### src/rtl/hbg_pkg.sv
package hbg_pkg;

  typedef struct packed {
    logic hi;
    logic lo;
  } leg_cmd_t;

  // Saturating increment used by every dwell counter.
  function automatic logic [15:0] sat_inc(input logic [15:0] cnt, input logic [15:0] top);
    return (cnt >= top) ? cnt : cnt + 16'd1;
  endfunction

  // A request has dwelled long enough once its counter reaches the limit.
  function automatic logic dwell_done(input logic [15:0] cnt, input logic [15:0] lim);
    return cnt >= lim;
  endfunction

endpackage

### src/rtl/hbg_sync.sv
module hbg_sync #(
  parameter int unsigned W      = 4,
  parameter int unsigned STAGES = 2
) (
  input  logic         clk,
  input  logic         rst_n,
  input  logic [W-1:0] d,
  output logic [W-1:0] q
);
  logic [STAGES-1:0][W-1:0] stage;

  always_ff @(posedge clk or negedge rst_n) begin
    if (!rst_n) begin
      stage <= '0;
    end else begin
      stage[0] <= d;
      for (int s = 1; s < STAGES; s++) stage[s] <= stage[s-1];
    end
  end

  assign q = stage[STAGES-1];
endmodule

### src/rtl/hbg_recovery.sv
module hbg_recovery #(
  parameter int unsigned REFRESH_CYC = 41,
  parameter int unsigned UPEN_CYC    = 45
) (
  input  logic clk,
  input  logic rst_n,
  input  logic halt,
  output logic run,
  output logic refresh,
  output logic upper_ok
);
  localparam int unsigned CW = $clog2(UPEN_CYC + 1);
  localparam logic [CW-1:0] REF_L = CW'(REFRESH_CYC);
  localparam logic [CW-1:0] UPEN_L = CW'(UPEN_CYC);

  logic          live_q;
  logic [CW-1:0] rel_cnt;

  always_ff @(posedge clk or negedge rst_n) begin
    if (!rst_n) begin
      live_q  <= 1'b0;
      rel_cnt <= '0;
    end else begin
      live_q <= !halt;
      if (!live_q || halt) rel_cnt <= '0;
      else rel_cnt <= CW'(hbg_pkg::sat_inc(16'(rel_cnt), 16'(UPEN_L)));
    end
  end

  assign run      = live_q && !halt;
  assign refresh  = run && (rel_cnt < REF_L);
  assign upper_ok = run && hbg_pkg::dwell_done(16'(rel_cnt), 16'(UPEN_L));

  AST_UPPER_AFTER_REFRESH: assert property (@(posedge clk) disable iff (!rst_n)
    upper_ok |-> !refresh);
  AST_RECOVERY_ONLY_RUNNING: assert property (@(posedge clk) disable iff (!rst_n)
    halt |-> !refresh && !upper_ok);
endmodule

### src/rtl/hbg_leg.sv
module hbg_leg #(
  parameter int unsigned DT_W = 8
) (
  input  logic              clk,
  input  logic              rst_n,
  input  logic              halt,
  input  logic              run,
  input  logic              refresh,
  input  logic              upper_ok,
  input  hbg_pkg::leg_cmd_t cmd,
  input  logic [DT_W-1:0]   dt_hi,
  input  logic [DT_W-1:0]   dt_lo,
  output logic              gate_hi,
  output logic              gate_lo
);
  localparam int unsigned CMAX = (1 << DT_W) - 1;

  logic            want_hi, want_lo, hi_ready, lo_ready;
  logic [DT_W-1:0] hi_cnt, lo_cnt;

  // Low-side command outranks the high-side command.
  assign want_hi = run && upper_ok && !refresh && cmd.hi && !cmd.lo;
  assign want_lo = run && cmd.lo;

  always_ff @(posedge clk or negedge rst_n) begin
    if (!rst_n) begin
      hi_cnt <= '0;
      lo_cnt <= '0;
    end else begin
      hi_cnt <= want_hi ? DT_W'(hbg_pkg::sat_inc(16'(hi_cnt), 16'(CMAX))) : '0;
      lo_cnt <= want_lo ? DT_W'(hbg_pkg::sat_inc(16'(lo_cnt), 16'(CMAX))) : '0;
    end
  end

  assign hi_ready = hbg_pkg::dwell_done(16'(hi_cnt), 16'(dt_hi));
  assign lo_ready = hbg_pkg::dwell_done(16'(lo_cnt), 16'(dt_lo));

  assign gate_hi = !halt && want_hi && hi_ready;
  assign gate_lo = !halt && (refresh || (want_lo && lo_ready));

  AST_NO_SHOOT: assert property (@(posedge clk) disable iff (!rst_n)
    !(gate_hi && gate_lo));
  AST_LO_PRIORITY: assert property (@(posedge clk) disable iff (!rst_n)
    cmd.lo |-> !gate_hi);
  AST_HI_OFF_NOW: assert property (@(posedge clk) disable iff (!rst_n)
    !cmd.hi |-> !gate_hi);
  AST_HI_DWELL: assert property (@(posedge clk) disable iff (!rst_n)
    (dt_hi != '0) && $rose(gate_hi) |-> $past(want_hi));
  AST_LO_DWELL: assert property (@(posedge clk) disable iff (!rst_n)
    (dt_lo != '0) && !refresh && $rose(gate_lo) |-> $past(want_lo));
endmodule

### src/rtl/fb_gate_guard.sv
module fb_gate_guard #(
  parameter int unsigned DT_W        = 8,
  parameter int unsigned REFRESH_CYC = 41,
  parameter int unsigned UPEN_CYC    = 45,
  parameter int unsigned SYNC_STAGES = 2
) (
  input  logic            clk,
  input  logic            rst_n,
  input  logic            bridge_off,
  input  logic            uv_fault,
  input  logic            a_hi_cmd,
  input  logic            a_lo_cmd,
  input  logic            b_hi_cmd,
  input  logic            b_lo_cmd,
  input  logic [DT_W-1:0] hi_dead,
  input  logic [DT_W-1:0] lo_dead,
  output logic            a_hi_gate,
  output logic            a_lo_gate,
  output logic            b_hi_gate,
  output logic            b_lo_gate
);
  localparam int unsigned LEGS = 2;

  logic                            halt, run, refresh, upper_ok;
  logic [2*LEGS-1:0]               cmd_s;
  hbg_pkg::leg_cmd_t [LEGS-1:0]    leg_cmd;
  logic [LEGS-1:0]                 g_hi, g_lo;

  // Off request and fault act without any clock latency.
  assign halt = bridge_off | uv_fault;

  hbg_sync #(.W(2*LEGS), .STAGES(SYNC_STAGES)) u_sync (
    .clk   (clk),
    .rst_n (rst_n),
    .d     ({b_hi_cmd, b_lo_cmd, a_hi_cmd, a_lo_cmd}),
    .q     (cmd_s)
  );

  hbg_recovery #(.REFRESH_CYC(REFRESH_CYC), .UPEN_CYC(UPEN_CYC)) u_recovery (
    .clk      (clk),
    .rst_n    (rst_n),
    .halt     (halt),
    .run      (run),
    .refresh  (refresh),
    .upper_ok (upper_ok)
  );

  for (genvar i = 0; i < LEGS; i++) begin : g_leg
    assign leg_cmd[i] = hbg_pkg::leg_cmd_t'(cmd_s[2*i+1 -: 2]);
    hbg_leg #(.DT_W(DT_W)) u_leg (
      .clk      (clk),
      .rst_n    (rst_n),
      .halt     (halt),
      .run      (run),
      .refresh  (refresh),
      .upper_ok (upper_ok),
      .cmd      (leg_cmd[i]),
      .dt_hi    (hi_dead),
      .dt_lo    (lo_dead),
      .gate_hi  (g_hi[i]),
      .gate_lo  (g_lo[i])
    );
  end

  assign a_hi_gate = g_hi[0];
  assign a_lo_gate = g_lo[0];
  assign b_hi_gate = g_hi[1];
  assign b_lo_gate = g_lo[1];

  AST_OFF_KILLS_ALL: assert property (@(posedge clk) disable iff (!rst_n)
    bridge_off |-> !(a_hi_gate || a_lo_gate || b_hi_gate || b_lo_gate));
  AST_UV_KILLS_ALL: assert property (@(posedge clk) disable iff (!rst_n)
    uv_fault |-> !(a_hi_gate || a_lo_gate || b_hi_gate || b_lo_gate));
  AST_REFRESH_LOWS: assert property (@(posedge clk) disable iff (!rst_n)
    refresh |-> a_lo_gate && b_lo_gate && !a_hi_gate && !b_hi_gate);
  AST_UPPER_BLOCKED: assert property (@(posedge clk) disable iff (!rst_n)
    !upper_ok |-> !a_hi_gate && !b_hi_gate);
endmodule

### config.mk
export PLATFORM = sky130hd
export DESIGN_NAME = fb_gate_guard
export DESIGN_NICKNAME = d
export VERILOG_FILES = /design/src/rtl/hbg_pkg.sv /design/src/rtl/hbg_sync.sv /design/src/rtl/hbg_recovery.sv /design/src/rtl/hbg_leg.sv /design/src/rtl/fb_gate_guard.sv
export SDC_FILE = /design/constraint.sdc
export NUM_CORES = 1
export LEC_CHECK = 0
export ABC_AREA = 1
export BUFFER_PORTS_ARGS = -buffer_cell sky130_fd_sc_hd__buf_2
export CAP_MARGIN = 25
export CORE_MARGIN = 2
export CORE_UTILIZATION = 40
export DETAILED_ROUTE_END_ITERATION = 10
export GPL_TIMING_DRIVEN = 0
export PLACE_DENSITY = 0.54
export SKIP_CTS_REPAIR_TIMING = 1
export SYNTH_ARGS = -nofsm -noshare
export SYNTH_HDL_FRONTEND = slang
export SYNTH_SLANG_ARGS = --single-unit
### constraint.sdc
create_clock -name clk -period 1.7 [get_ports clk]
set_input_delay 0.17 -clock clk [delete_from_list [all_inputs] [get_ports clk]]
set_output_delay 0.17 -clock clk [all_outputs]
set_load 0.03 [all_outputs]
==> results of run 1 <==
metal layers:
metal / vias to the layer above / global-route usage (%) / routed length (um)
li1: 1451 / - / -
met1: 1285 / 21.2 / 3200
met2: 33 / 26.0 / 3320
met3: 4 / 2.52 / 163
met4: 0 / 3.86 / 47
met5: - / 0 / 0
Yosys cell counts, types with 4 or more instances:
| master | n |
|---|---|
| inv_1 | 64 |
| ha_1 | 39 |
| nor3_1 | 13 |
| nand2_1 | 102 |
| nand3_1 | 33 |
| nand4_1 | 6 |
| nor2_1 | 44 |
| a21oi_1 | 21 |
| dfrtp_1 | 47 |
| o21ai_0 | 7 |
| o21a_1 | 4 |
registers in the layout, summed over array words and instances, names as in the netlist:
name	cells
u_sync.stage	4
u_recovery.rel_cnt	6
g_leg.u_leg.hi_cnt	16
u_sync.q	4
g_leg.u_leg.lo_cnt	16
u_recovery.live_q	1
through the flow:
stage	hold WS [ns]	util, %	area (sq um)	power (uW)	setup WS [ns]
finish	0.0212	52.2	4000	2300	-0.221
detailed placement	0.202	44.7	3420	1310	-0.0590
floorplan	-0.126	-	3130	1230	0.211
global placement	0.277	44.4	3400	1300	-0.0737
CTS	-0.131	46.4	3550	2290	-0.418
global route	0.0114	52.2	4000	2400	-0.300
critical path, cell delays in order (launching register included):
cell	delay, ns
dfrtp_2	0.43
inv_2	0.08
ha_4	0.16
nand3b_1	0.22
nand3_4	0.15
nor2_4	0.18
nand2_2	0.06
inv_2	0.05
buf_6	0.12
cell families after synthesis:
group | share of synthesized area [%]
flip-flops | 37.5
XOR/XNOR | 1.12
AND/OR/NAND/NOR | 30.2
AO/OA/AOI/OAI | 7.39
adder cells (fa/ha/maj) | 15.6
buffers and inverters | 8.19
where the power goes:
part           internal, uW  total, uW  switching, uW
clock network           587        977            390
logic                  79.9        187            107
registers              1130       1130           5.38
total                  1800       2300            503
layout make-up:
class,count,area [sq um]
Multi-Input combinational cell,296,1870
Buffer,1,5.00
Inverter,67,254
Sequential cell,47,1180
Clock buffer,5,68.8
Tap cell,102,128
Clock inverter,3,67.6
Fill cell,777,3650
Timing Repair Buffer,58,418
final timing paths:
check,endpoint,cells past startpoint
max,a_hi_gate,8
min,u_recovery.live_q,2
max reg2reg,g_leg[0].u_leg.hi_cnt[2],8
min reg2reg,u_sync.q[0],0
max in group asynchronous,g_leg[1].u_leg.hi_cnt[7],3
min in group asynchronous,g_leg[1].u_leg.lo_cnt[1],2
==> qor.txt, run 1 <==
Final Hold Vio Count - 0
largest cells by area after synthesis - dfrtp_1 38%, ha_1 16%, nand2_1 12%
worst skew pair latency - 0.30 ns
Max transition margin - 62.2%
synth warn - 0
crit path capture type - output port
Layout Cells excl Fill - 579
outcome - finished with violations
synth unique cells - 29
layout cell share with drive strength beyond 1 - 23.1%
drt via density - 4.79
DIE WIDTH - 92.5 um
Final nets - 539
max-slew violation count - 0
Die Y - 92.5 um
Area Growth Syn to Fin - 27.5%
Residual DRC - 0
Slew @ Worst Pin - 0.567 ns
RSZ-0062 raised after global routing - yes
Detail Placement HPWL - 4930 um
initial DRC count - 122
IO Count - 28
R2R setup slack - 0.10 ns
Netlist Area Pre-Place - 0.00313 sq mm
ant diodes - 0
final worst-path setup slack - -0.221 ns
die area - 0.00856 sq mm
# placed instances - 541
GRT overflow - 0
initial antenna violation count - 0
leakage - 0.00202 uW
Synth Instances - 411
global placer's final weighted congestion - 0.803
Vias - 2,773
commonest cells after routing, fill and taps aside - 96 x nand2_1, 58 x inv_1, 42 x nor2_1, 42 x dfrtp_1, 31 x nand3_1
CTS H-tree lvls - 2
failing checks - negative setup slack
TNS Setup - -0.593 ns
CP Data Required Time - 1.53 ns
commonest non-fill, non-tap cell in the layout - nand2_1
remaining antenna violation count after routing - 0
WL/cell - 11.6 um
port bufs - 27
final worst path period need - 1.92 ns
number of synthesized register bits - 47
CTS tree - built
Seq/Total Area, Yosys - 37.5%
# rows - 32
Root Buffer - clkbuf_8
Post-synth EDFFs - 0
Worst Setup SP - u_recovery.rel_cnt[0]
Final period util - 113%
Arr. time, crit path - 1.75 ns
worst vdd ir - 368 uV
Critical Path Fanout Max - 4
area leader, netlist - dfrtp_1
predominant post-synthesis flop cell - dfrtp_1
reg2reg start - u_recovery.rel_cnt[0]
core area - 0.00765 sq mm
Setup Skew - 0.0107 ns
Num CTS Buffers - 5
P per Cell Area - 575 mW/mm^2
largest net degree at the start of global routing - 25
Synth async-reset ratio - 100%
Syn Nets - 474
first-pass GRT wire length - 10,900 um
overall global routing resource usage - 15.6%
MaxCap Viol Count - 0
Worst Hold Launch - bridge_off
Total Routed Length - 6740 um
Synth Area per Inst - 7.62 sq um
Initial Util - 41.0%
share of Yosys cell area claimed by the top area cell type - 37.5%
vias in the first global route - 2,439
type of origin of the critical path - register
Initial DRT Pass Iterations - 4
CTS sink cnt - 47
WS Path Type - reg2out
Worst Hold Class - in2reg
fmax - 0.520 GHz
clk buf depth - 2
final setup fails - 4
Reg clk slew, reported paths - 0.10 ns
(Power assumes the default switching activity.)
==> run 2, diff against run 1 <==
--- a/config.mk
+++ b/config.mk
@@ -9,10 +9,10 @@
 export BUFFER_PORTS_ARGS = -buffer_cell sky130_fd_sc_hd__buf_2
 export CAP_MARGIN = 25
 export CORE_MARGIN = 2
-export CORE_UTILIZATION = 40
+export CORE_UTILIZATION = 60
 export DETAILED_ROUTE_END_ITERATION = 10
 export GPL_TIMING_DRIVEN = 0
-export PLACE_DENSITY = 0.54
+export PLACE_DENSITY = 0.77
 export SKIP_CTS_REPAIR_TIMING = 1
 export SYNTH_ARGS = -nofsm -noshare
 export SYNTH_HDL_FRONTEND = slang
==> qor.txt, run 2 (same netlist as run 1, synthesis figures left out) <==
DIE WIDTH - 76.3 um
RSZ-0062 raised after global routing - yes
ant diodes - 0
CTS H-tree lvls - 2
Setup Skew - 0.0152 ns
Total Routed Length - 7010 um
max-slew violation count - 0
largest net degree at the start of global routing - 35
type of origin of the critical path - register
Worst Hold Class - in2reg
CP max-delay cell - dfrtp_1
Final nets - 537
initial DRC count - 91
WL/cell - 12.9 um
commonest non-fill, non-tap cell in the layout - nand2_1
global placer's final weighted congestion - 0.816
Area after DPL - 0.00338 sq mm
Largest regs - g_leg.u_leg.hi_cnt: 16 flops, g_leg.u_leg.lo_cnt: 16 flops, u_recovery.rel_cnt: 6 flops
layout cell share with drive strength beyond 1 - 22.2%
drt via density - 5.21
Slew @ Worst Pin - 0.470 ns
fmax - 0.524 GHz
core area - 0.00507 sq mm
Critical Path Fanout Max - 5
post-layout instance area - 0.00389 sq mm
final setup fails - 4
worst skew pair latency - 0.31 ns
CP Data Required Time - 1.53 ns
FF-to-FF path depth - 7
Num CTS Buffers - 5
Residual DRC - 0
# rows - 26
Area Growth Syn to Fin - 24.3%
Final Power - 2130 uW
CTS tree - built
Die Y - 76.3 um
outcome - finished with violations
Reg clk slew, reported paths - 0.09 ns
final worst-path setup slack - -0.209 ns
GRT overflow - 0
Vias - 2,836
peak per-stage delay on the critical path - 0.42 ns
TNS Setup - -0.655 ns
hold depth - 2
worst vdd ir - 357 uV
pre-CTS worst setup slack - -0.0588 ns
CP cell instances - inv_2 > ha_1 > nand3b_1 > buf_6 > nand4_4 > inv_4 > nand2_2 > inv_2 > buf_6
die area - 0.00582 sq mm
P per Cell Area - 548 mW/mm^2
leakage - 0.00200 uW
overall global routing resource usage - 21.7%
failing checks - negative setup slack
commonest cells after routing, fill and taps aside - 97 x nand2_1, 57 x inv_1, 42 x nor2_1, 42 x dfrtp_1, 31 x nand3_1
crit path capture type - output port
Initial Util - 61.7%
CTS sink cnt - 47
Initial DRT Pass Iterations - 4
MaxCap Viol Count - 0
Final period util - 112%
Detail Placement HPWL - 4570 um
IO Count - 28
Final Hold Vio Count - 0
port bufs - 27
Root Buffer - clkbuf_8
fin util - 76.8%
initial antenna violation count - 0
remaining antenna violation count after routing - 0
Max transition margin - 68.4%
FILL cells - 381
WS Path Type - reg2out
clk buf depth - 2
final worst path period need - 1.91 ns
vias in the first global route - 2,499
first-pass GRT wire length - 10,400 um
Arr. time, crit path - 1.74 ns
[run 2: critical path: cells and delay by family (launching register included)]
kind	cells	cell delay [ns]
AND/OR/NAND/NOR	3	0.37
buffers and inverters	5	0.50
adder cells (fa/ha/maj)	1	0.14
flip-flops	1	0.42
[run 2: worst paths after layout]
kind	from	endpoint	slack, ns
max	u_recovery.rel_cnt[1]	b_hi_gate	-0.21
min reg2reg	u_sync.stage[3]	u_sync.q[3]	0.34
max in group asynchronous	rst_n	g_leg[1].u_leg.hi_cnt[5]	0.88
min	bridge_off	u_recovery.live_q	0.01
min in group asynchronous	rst_n	g_leg[1].u_leg.lo_cnt[1]	0.31
max reg2reg	g_leg[1].u_leg.hi_cnt[1]	g_leg[1].u_leg.hi_cnt[3]	0.08
[run 2: power breakdown]
| group | switching (uW) | internal [uW] | total, uW | leakage (uW) |
|---|---|---|---|---|
| combinational | 112 | 81.7 | 194 | 0.00132 |
| clock | 374 | 431 | 805 | 0.0000513 |
| sequential | 5.46 | 1130 | 1130 | 0.000628 |
[run 2: final cells by class]
class                   count  area (sq um)  area share [%]
clock buffers               6          72.6            1.86
plain buffers               1          5.00           0.128
multi-input cells         296          1860            47.7
inverters                  67           254            6.52
clock inverters             1          30.0           0.771
flip-flops and latches     47          1180            30.4
well taps                  70          87.6            2.25
repair buffers             56           407            10.4
[run 2: through the flow]
step | std cells | hold WS (ns)
floorplan | 411 | -0.126
global placement | 508 | 0.279
detailed placement | 509 | 0.103
CTS | 516 | -0.223
global route | 544 | 0.0121
finish | 544 | 0.0128
[run 2: metal layers]
metal	vias to the layer above	routed length (um)	share of wire [%]	track usage, %
met5	-	0	0	0
met4	0	116	1.7	7.64
met1	1317	3010	43	26.7
met3	12	273	3.9	4.62
met2	62	3610	52	37.8
li1	1445	-	-	-
